**src/rtl/dock_set_pkg.sv**
```systemverilog
package dock_set_pkg;

  typedef enum logic [3:0] {
    ACT_NONE,
    ACT_OLC_PAY,
    ACT_OLC_DATA,
    ACT_OLC_DEC,
    ACT_ILC_PAY,
    ACT_ILC_DATA,
    ACT_ILC_INF,
    ACT_TAPL_PAY,
    ACT_DATA_ZX,
    ACT_DATA_OX,
    ACT_FLAGS
  } set_act_e;

  localparam int unsigned SRC_W = 2;
  localparam int unsigned DST_W = 3;

  function automatic set_act_e decode_set(input logic [SRC_W-1:0] src,
                                          input logic [DST_W-1:0] dst);
    set_act_e a;
    a = ACT_NONE;
    unique case (dst)
      3'b000: begin
        if (src == 2'b00) a = ACT_OLC_PAY;
        else if (src == 2'b01) a = ACT_OLC_DATA;
        else if (src == 2'b10) a = ACT_OLC_DEC;
      end
      3'b001: begin
        if (src == 2'b00) a = ACT_ILC_PAY;
        else if (src == 2'b01) a = ACT_ILC_DATA;
        else if (src == 2'b10) a = ACT_ILC_INF;
      end
      3'b010: if (src == 2'b00) a = ACT_TAPL_PAY;
      3'b100: begin
        if (src == 2'b01) a = ACT_DATA_ZX;
        else if (src == 2'b10) a = ACT_DATA_OX;
      end
      3'b111: a = ACT_FLAGS;
      default: a = ACT_NONE;
    endcase
    return a;
  endfunction

endpackage

```
**src/rtl/dock_set_capture.sv**
```systemverilog
module dock_set_capture
  import dock_set_pkg::*;
#(
  parameter int unsigned DATA_W = 37,
  parameter int unsigned PAY_W  = 14
) (
  input  logic                      clk_i,
  input  logic                      rst_ni,
  input  logic                      load_i,
  input  logic [SRC_W-1:0]          src_i,
  input  logic [DST_W-1:0]          dst_i,
  input  logic [PAY_W-1:0]          pay_i,
  input  logic                      exec_i,
  output set_act_e                  act_o,
  output logic                      valid_o,
  output logic [DATA_W-1:0]         lit_o
);
  localparam int unsigned EXT_W = DATA_W - PAY_W;

  set_act_e          act_d, act_q;
  logic [DATA_W-1:0] lit_d, lit_q;
  logic              valid_q;

  always_comb begin
    act_d = decode_set(src_i, dst_i);
    if (act_d == ACT_DATA_OX) lit_d = {{EXT_W{1'b1}}, pay_i};
    else                      lit_d = {{EXT_W{1'b0}}, pay_i};
  end

  always_ff @(posedge clk_i or negedge rst_ni) begin
    if (!rst_ni) begin
      act_q   <= ACT_NONE;
      lit_q   <= '0;
      valid_q <= 1'b0;
    end else begin
      if (load_i) begin
        act_q   <= act_d;
        lit_q   <= lit_d;
        valid_q <= 1'b1;
      end else if (exec_i) begin
        valid_q <= 1'b0;
      end
    end
  end

  assign act_o   = act_q;
  assign valid_o = valid_q;
  assign lit_o   = lit_q;


  lit_hold_chk: assert property (@(posedge clk_i) disable iff (!rst_ni)
    !load_i |=> $stable(lit_q));

endmodule

```
**src/rtl/dock_flag_eval.sv**
```systemverilog
module dock_flag_eval (
  input  logic [5:0] tt_i,
  input  logic       a_i,
  input  logic       b_i,
  input  logic       c_i,
  output logic       next_o
);
  logic [5:0] terms;
  assign terms  = {a_i, ~a_i, b_i, ~b_i, c_i, ~c_i};
  assign next_o = |(tt_i & terms);
endmodule

```
**src/rtl/dock_set_route.sv**
```systemverilog
module dock_set_route
  import dock_set_pkg::*;
#(
  parameter int unsigned DATA_W = 37,
  parameter int unsigned OLC_W  = 6,
  parameter int unsigned ILC_W  = 6,
  parameter int unsigned TAPL_W = 11
) (
  input  set_act_e                  act_i,
  input  logic                      fire_i,
  input  logic [DATA_W-1:0]         lit_i,
  input  logic [DATA_W-1:0]         data_i,
  input  logic [OLC_W-1:0]          olc_i,
  output logic                      olc_we_o,
  output logic [OLC_W-1:0]          olc_o,
  output logic                      ilc_we_o,
  output logic [ILC_W-1:0]          ilc_o,
  output logic                      ilc_inf_o,
  output logic                      tapl_we_o,
  output logic [TAPL_W-1:0]         tapl_o,
  output logic                      data_we_o,
  output logic [DATA_W-1:0]         data_o,
  output logic                      flags_we_o
);
  always_comb begin
    olc_we_o   = 1'b0;
    olc_o      = '0;
    ilc_we_o   = 1'b0;
    ilc_o      = '0;
    ilc_inf_o  = 1'b0;
    tapl_we_o  = 1'b0;
    tapl_o     = lit_i[TAPL_W-1:0];
    data_we_o  = 1'b0;
    data_o     = lit_i;
    flags_we_o = 1'b0;
    if (fire_i) begin
      unique case (act_i)
        ACT_OLC_PAY:  begin olc_we_o = 1'b1; olc_o = lit_i[OLC_W-1:0]; end
        ACT_OLC_DATA: begin olc_we_o = 1'b1; olc_o = data_i[OLC_W-1:0]; end
        ACT_OLC_DEC:  begin
          olc_we_o = 1'b1;
          olc_o    = (olc_i == '0) ? '0 : olc_i - OLC_W'(1);
        end
        ACT_ILC_PAY:  begin ilc_we_o = 1'b1; ilc_o = lit_i[ILC_W-1:0]; end
        ACT_ILC_DATA: begin ilc_we_o = 1'b1; ilc_o = data_i[ILC_W-1:0]; end
        ACT_ILC_INF:  begin ilc_we_o = 1'b1; ilc_inf_o = 1'b1; end
        ACT_TAPL_PAY: tapl_we_o  = 1'b1;
        ACT_DATA_ZX,
        ACT_DATA_OX:  data_we_o  = 1'b1;
        ACT_FLAGS:    flags_we_o = 1'b1;
        default:      ;
      endcase
    end
  end
endmodule

```
**src/rtl/dock_set_unit.sv**
```systemverilog
module dock_set_unit
  import dock_set_pkg::*;
#(
  parameter int unsigned DATA_W = 37,
  parameter int unsigned PAY_W  = 14,
  parameter int unsigned OLC_W  = 6,
  parameter int unsigned ILC_W  = 6,
  parameter int unsigned TAPL_W = 11
) (
  input  logic                      clk_i,
  input  logic                      rst_ni,
  input  logic                      load_i,
  input  logic [SRC_W+DST_W+PAY_W-1:0] op_i,
  input  logic                      exec_i,
  input  logic [DATA_W-1:0]         data_i,
  input  logic [OLC_W-1:0]          olc_i,
  input  logic                      flag_a_i,
  input  logic                      flag_b_i,
  input  logic                      flag_c_i,
  output logic                      olc_we_o,
  output logic [OLC_W-1:0]          olc_o,
  output logic                      unseal_o,
  output logic                      ilc_we_o,
  output logic [ILC_W-1:0]          ilc_o,
  output logic                      ilc_inf_o,
  output logic                      tapl_we_o,
  output logic [TAPL_W-1:0]         tapl_o,
  output logic                      data_we_o,
  output logic [DATA_W-1:0]         data_o,
  output logic                      flags_we_o,
  output logic                      flag_a_o,
  output logic                      flag_b_o
);
  localparam int unsigned DST_LO = PAY_W;
  localparam int unsigned SRC_LO = PAY_W + DST_W;
  localparam int unsigned N_FLAG = 2;
  localparam int unsigned TT_W   = 6;

  set_act_e          act;
  logic              valid;
  logic [DATA_W-1:0] lit;
  logic              fire;
  logic [N_FLAG-1:0] next_flag;

  dock_set_capture #(.DATA_W(DATA_W), .PAY_W(PAY_W)) u_capture (
    .clk_i   (clk_i),
    .rst_ni  (rst_ni),
    .load_i  (load_i),
    .src_i   (op_i[SRC_LO +: SRC_W]),
    .dst_i   (op_i[DST_LO +: DST_W]),
    .pay_i   (op_i[PAY_W-1:0]),
    .exec_i  (exec_i),
    .act_o   (act),
    .valid_o (valid),
    .lit_o   (lit)
  );

  assign fire = exec_i & valid;

  dock_set_route #(
    .DATA_W(DATA_W), .OLC_W(OLC_W), .ILC_W(ILC_W), .TAPL_W(TAPL_W)
  ) u_route (
    .act_i      (act),
    .fire_i     (fire),
    .lit_i      (lit),
    .data_i     (data_i),
    .olc_i      (olc_i),
    .olc_we_o   (olc_we_o),
    .olc_o      (olc_o),
    .ilc_we_o   (ilc_we_o),
    .ilc_o      (ilc_o),
    .ilc_inf_o  (ilc_inf_o),
    .tapl_we_o  (tapl_we_o),
    .tapl_o     (tapl_o),
    .data_we_o  (data_we_o),
    .data_o     (data_o),
    .flags_we_o (flags_we_o)
  );

  // flag A table sits above flag B table in the payload
  for (genvar g = 0; g < N_FLAG; g++) begin : g_flag
    dock_flag_eval u_eval (
      .tt_i   (lit[(N_FLAG-1-g)*TT_W +: TT_W]),
      .a_i    (flag_a_i),
      .b_i    (flag_b_i),
      .c_i    (flag_c_i),
      .next_o (next_flag[g])
    );
  end

  assign flag_a_o = next_flag[0];
  assign flag_b_o = next_flag[1];
  assign unseal_o = olc_we_o && (olc_o == '0);


  wr_onehot_chk: assert property (@(posedge clk_i) disable iff (!rst_ni)
    $onehot0({olc_we_o, ilc_we_o, tapl_we_o, data_we_o, flags_we_o}));


  idle_no_wr_chk: assert property (@(posedge clk_i) disable iff (!rst_ni)
    !exec_i |-> !(olc_we_o || ilc_we_o || tapl_we_o || data_we_o || flags_we_o));


  single_exec_chk: assert property (@(posedge clk_i) disable iff (!rst_ni)
    (exec_i && $past(exec_i) && !$past(load_i))
      |-> !(olc_we_o || ilc_we_o || tapl_we_o || data_we_o || flags_we_o));


  ilc_inf_chk: assert property (@(posedge clk_i) disable iff (!rst_ni)
    ilc_inf_o |-> (ilc_we_o && ilc_o == '0));


  unseal_chk: assert property (@(posedge clk_i) disable iff (!rst_ni)
    unseal_o |-> (exec_i && olc_we_o));

endmodule

```
**config.mk**
```make
export PLATFORM = sky130hd
export DESIGN_NAME = dock_set_unit
export DESIGN_NICKNAME = d
export VERILOG_FILES = /design/src/rtl/dock_set_pkg.sv /design/src/rtl/dock_set_capture.sv /design/src/rtl/dock_flag_eval.sv /design/src/rtl/dock_set_route.sv /design/src/rtl/dock_set_unit.sv
export SDC_FILE = /design/constraint.sdc
export NUM_CORES = 1
export LEC_CHECK = 0
export BUFFER_PORTS_ARGS = -buffer_cell sky130_fd_sc_hd__buf_2
export CORE_ASPECT_RATIO = 1.1
export CORE_MARGIN = 2
export CORE_UTILIZATION = 42
export DETAILED_ROUTE_END_ITERATION = 12
export GPL_TIMING_DRIVEN = 1
export PLACE_DENSITY_LB_ADDON = 0.1
export SYNTH_ARGS = -nofsm -noshare
export SYNTH_HDL_FRONTEND = slang
export SYNTH_HIERARCHICAL = 1
export SYNTH_SLANG_ARGS = --single-unit
```
**constraint.sdc**
```tcl
create_clock -name clk_i -period 2.49 [get_ports clk_i]
set_input_delay 0.3735 -clock clk_i [delete_from_list [all_inputs] [get_ports clk_i]]
set_output_delay 0.3735 -clock clk_i [all_outputs]
set_load 0.02 [all_outputs]
```
Word-level counts from Yosys, hierarchy flattened --
Index checks and enable logic that the tools add are counted.
Storage, ports and cells: register bits 42, latch bits 0, memory bits (writable) 0, bits in read-only memories 0, input port bits 69, logic and storage cells 68, memories kept 0
Operators by class: add/sub/neg operators 1, $mul 0, divide/modulo/power cells 0, order comparisons 0, equality and inequality tests 17, shifts and indexed selects 0, multiplexer cells 30, bitwise logic cells 6, reduce and logical (&&, ||, !) cells 11
Operators by type and width (count):
- two-way mux 37 bit | 1
- two-way mux 4 bit | 6
- case mux 4 bit (5 select lines) | 1
- two-way mux 6 bit | 3
- case mux 6 bit (3 select lines) | 1
- == test 4 x 3 -> 1 bit, second input constant | 4
- == test 4 bit, second input constant | 4
- two-way mux 1 bit | 14
- AND 6 bit | 2
- zero test 6 bit | 2
- case mux 6 bit (2 select lines) | 1
- OR reduction 6 bit | 2
- == test 4 x 2 -> 1 bit, second input constant | 2
- == test 3 bit, second input constant | 2
- two-way mux 3 bit | 2
- OR reduction 3 bit | 2
- subtractor 6 x 1 -> 6 bit, second input constant | 1
- == test 4 x 1 -> 1 bit, second input constant | 1
- == test 3 x 1 -> 1 bit, second input constant | 1
- == test 3 x 2 -> 1 bit, second input constant | 1
- zero test 3 bit | 1
- inverter 1 bit | 3
- == test 2 x 1 -> 1 bit, second input constant | 1
- == test 2 bit, second input constant | 1
- other kinds (6) | 6

Logic depth before layout (Yosys ltp) --
depth after elaboration 7, gate-level depth with buffers 8

Hierarchy --
The synthesis kept the hierarchy.
By module, submodules not included:
- dock_set_capture | instances 1, cells an instance 93, area an instance 1083.5 µm², seq. area each 500.5 µm²
- dock_set_route | instances 1, cells an instance 110, area an instance 800.8 µm², seq. area each 0.0 µm²
- dock_flag_eval | instances 2, cells an instance 4, area an instance 35.0 µm², seq. area each 0.0 µm²
- dock_set_unit | instances 1, cells an instance 3, area an instance 28.8 µm², seq. area each 0.0 µm²

Worst setup path after synthesis --
No wires, ideal clock.
path kind in2out, start in olc_i[0], end out unseal_o, data arrival time 2.187 ns, required time 2.117 ns, setup slack -0.070 ns, stages 8, buffers on the path 0, path through inv_1 -> ha_1 -> nor2b_1 -> a2111oi_4 -> a22oi_1 -> nor2_1 -> or4b_1 -> nor4_2
On the way: cells in the longest elaborated chain, start to end 6
RTL lines:
- start, declared | RTL line dock_set_unit.sv:16 | input logic [OLC_W-1:0] olc_i,
- subtractor 6 x 1 -> 6 bit or zero test 6 bit (tied branches) | RTL line dock_set_route.sv:42 | olc_o = (olc_i == '0) ? '0 : olc_i - OLC_W'(1);
- two-way mux 6 bit (*) | RTL line dock_set_route.sv:42
- case mux 6 bit (3 select lines) (*) | RTL line dock_set_route.sv:37 | unique case (act_i)
- two-way mux 6 bit (*) | RTL line dock_set_route.sv:36 | if (fire_i) begin
- named net olc_o[1] | RTL line dock_set_unit.sv:21 | output logic [OLC_W-1:0] olc_o,
- zero test 6 bit (*) | RTL line dock_set_unit.sv:93 | assign unseal_o = olc_we_o && (olc_o == '0);
- logical AND 1 bit (*) | RTL line dock_set_unit.sv:93
- end, declared | RTL line dock_set_unit.sv:22 | output logic unseal_o,
The timed path passes the listed nets; every way through them passes the cells marked *.

Worst setup path in the final report --
start reg u_capture.act_q[1], in the netlist u_capture/act_o[1], end out unseal_o
On the way: cells in the longest elaborated chain, start to end 5
RTL lines:
- start, declared | RTL line dock_set_capture.sv:20 | set_act_e act_d, act_q;
- start signal, assigned | RTL line dock_set_capture.sv:37 | act_q <= act_d;
- == test 4 x 2 -> 1 bit or == test 4 x 1 -> 1 bit (tied branches) | RTL line dock_set_route.sv:37
- case mux 6 bit (3 select lines) or OR reduction 3 bit (tied branches)
- two-way mux 6 bit or two-way mux 1 bit (tied branches) | RTL line dock_set_route.sv:36, dock_set_route.sv:37
- zero test 6 bit or two-way mux 1 bit (tied branches) | RTL line dock_set_unit.sv:93, dock_set_route.sv:36
- logical AND 1 bit (*) | RTL line dock_set_unit.sv:93
Mark *: on every way between the ends. The rest lies on a longest branch, timed or not.

==> impl_results.md <==
* Worst setup path class: flop to output pin
* Yosys warning total at 6
* Placed cell count at 311
* Crit-path cells: nor2b_4, a22o_1, a22oi_2, nor2_2, or4b_4, nor4_4, buf_4
* Worst path slowest cell: or4b_4
* Final setup vio count at 1
* Final wirelength at 4030 microns
* Global route overflow at 0
* Pwr dens at 430 nW/um^2
* Seq/Total Area, Yosys at 25.2%
* Crit start category: flop
* Layout cells sized above 1 at 54.2%
* Sequential share of power at 40.0%
* Place WS at -145 ps
* Final Cycle Share at 100%
* Core area at 4590 sq um
* P_sw at 343 uW
* Initial core utilization at 43.2%
* Final setup margin at -12.1 ps
* Worst Max-Slew Pin Slew at 625 ps
* PortBufs at 106
* Avg Cell Area, Syn at 9.27 sq um
* Switching share of total power at 35.3%
* Hold-fix buffers, CTS at 0
* Largest net degree at the start of global routing at 25
* Routed wire per std cell at 12.6 microns
* Worst-path fanout max at 4
* Fmax at 400 MHz
* Yosys reg bits at 20
* Drt drc at 0
* Crit path DAT at 2130 ps
* Clock Power Share at 21.0%
* Vias per inst at 4.83
* Failing checks: negative setup slack
* Final slew viol count at 0
* Worst relative slew slack at 58.3%
* P_leak at 0.00119 uW
* Die span in x at 69.5 microns
* Antenna cells at 0
* Outcome: finished with violations
* Final-stage net count at 342
* Crit end category: output pin
* Max Root-Sink Buffers at 2
* Worst-Skew Late Latency at 250 ps
* Synth unique cells at 39
* Drt first pass iters at 4
* Die area at 5290 sq um
* CP max stage delay at 560 ps
* Num ports at 138
* Commonest non-fill, non-tap cell in the layout: buf_2
* Maximum VDD drop at 0.342 mV
* H-tree levels at 1
* Top delay family on crit path: simple AND/OR/NAND/NOR gates
* Die Y at 76.1 microns
* Syn_nets at 290
* Mapped cell area at 1980 sq um
* Initial antenna violation count at 0
* Via count of the first global-routing pass at 1,451
* Final hold vios at 0
* DR iter-0 viols at 30
* Post-layout minimum cycle time at 2500 ps
* Skew final at 0 ps
* DR vias at 1,544
* Fillers at 461
* FP Rows at 26
* Non-filler cells, final at 320
* Clock sinks at 20
* Area growth syn-to-layout at 14.1%
* Cell count after synthesis at 214
* Final HPWL DP at 3180 microns
* Combinational power share at 39.0%
* Worst EP required at 2120 ps
* Most frequent cells in the layout: 105 x buf_2, 18 x dfrtp_1, 14 x buf_4, 14 x mux2_1
* Post-route ant nets at 0
* Root Buffer: clkbuf_8
* Cell Int Power at 629 uW
* First-pass GRT wire length at 6620 microns
* Placer Congestion at 0.790
* Maxcap violations at 0
* Global Route Usage Sum at 14.9%
* Unrepaired setup endpoints after global routing: yes
* Clock-pin slew on the worst setup and hold paths at 70 ps
* CTS tree: yes
* Hold Slack at 57.9 ps
* WP buf/inv at 1
* Util after Layout at 49.3%
* Setup TNS Final at -12.1 ps
* Inserted Clock Buffers at 3
* HP Class: primary input to async pin
## Yosys cell counts (all sizes together)
cell,number,area (sq um)
a21oi,2,10.0
nor4b,1,15.0
a2111oi,1,27.5
nor4,1,12.5
inv,9,33.8
mux2i,7,70.1
o32ai,1,8.76
or4b,1,10.0
nor2,13,51.3
nand2b,4,25.0
nand2,4,15.0
or3,1,6.26
nand3b,3,22.5
xor2,4,35.0
and4bb,1,12.5
and2,1,6.26
or3b,1,8.76
o21a,1,7.51
dfrtp,20,500
nor4bb,1,10.0
nand3,4,20.0
o211ai,1,7.51
mux2,15,169
nor2b,9,56.3
a22oi,12,90.1
a21o,2,15.0
buf,74,552
a22o,5,43.8
a31oi,3,18.8
ha,7,87.6
nor3,2,15.0
nor3b,1,7.51
o22ai,2,12.5
## cells by family (layout without fill, tap and decap cells)
logic type / after synthesis / count (layout) / share of synthesized area [%]
and+or+nand+nor: 48 / 48 / 14.8
xor gates and xnor gates: 4 / 4 / 1.77
AOI/OAI and AO/OA: 30 / 30 / 12.2
DFF: 20 / 20 / 25.2
muxes: 22 / 22 / 12.1
adders and majority gates: 7 / 7 / 4.42
buffers and inverters: 83 / 133 / 29.5
## power groups by stage
| stage | sequential (uW) | clock [uW] | combinational (uW) |
|---|---|---|---|
| 2_1_floorplan | 389 | 0 | 283 |
| 3_3_place_gp | 392 | 0 | 351 |
| 3_5_place_dp | 393 | 0 | 351 |
| 6_report | 389 | 204 | 379 |
| 5_1_grt | 396 | 231 | 411 |
| 4_1_cts | 389 | 215 | 367 |
## cell type report
type | instances | area (sq um) | share of cell area [%]
multi-input cells | 111 | 961 | 42.5
repair buffers | 121 | 653 | 28.9
flip-flops and latches | 20 | 503 | 22.2
well taps | 56 | 70.1 | 3.10
clock buffers | 3 | 41.3 | 1.83
inverters | 9 | 33.8 | 1.49
## layer usage
metal	global-route usage [%]	wire length (microns)	vias to the layer above
met3	2.25	288	2
met1	18.9	1790	710
li1	-	-	767
met2	25.9	1930	65
met4	4.90	23	0
met5	0	0	-
## state kept, by name (all words and copies together), names as in the netlist
register / flops
u_capture/lit_o: 15
u_capture/act_o: 4
u_capture/valid_o: 1
## worst paths after layout
check / startpoint / endpoint / slack, ps / cells past startpoint
worst min register to register: u_capture/valid_o / u_capture/valid_o / 480 / 1
max in group asynchronous: rst_ni / u_capture/act_o[1] / 2100 / 1
worst max-delay path: u_capture/act_o[1] / unseal_o / -10 / 7
worst min-delay path: rst_ni / u_capture/lit_o[9] / 60 / 1
worst max register to register: u_capture/lit_o[35] / u_capture/lit_o[35] / 1540 / 2
min in group clk_i: op_i[12] / u_capture/lit_o[12] / 330 / 2
## stage by stage
step | cell area [sq um] | power (uW)
final | 2260 | 973
after global routing | 2260 | 1040
after CTS | 2200 | 972
after detailed placement | 2110 | 744
after global placement | 2110 | 743
after floorplan | 1990 | 672
## what timing repair did
item                                    in CTS  in global routing
gates cloned                                 0                  0
setup buffers                                3                  3
endpoints found under the setup margin       1                  3
resized for setup                           10                 10
pin swaps                                    3                 10
hold endpoints to repair                     0                  0
(Power assumes the default switching activity.)
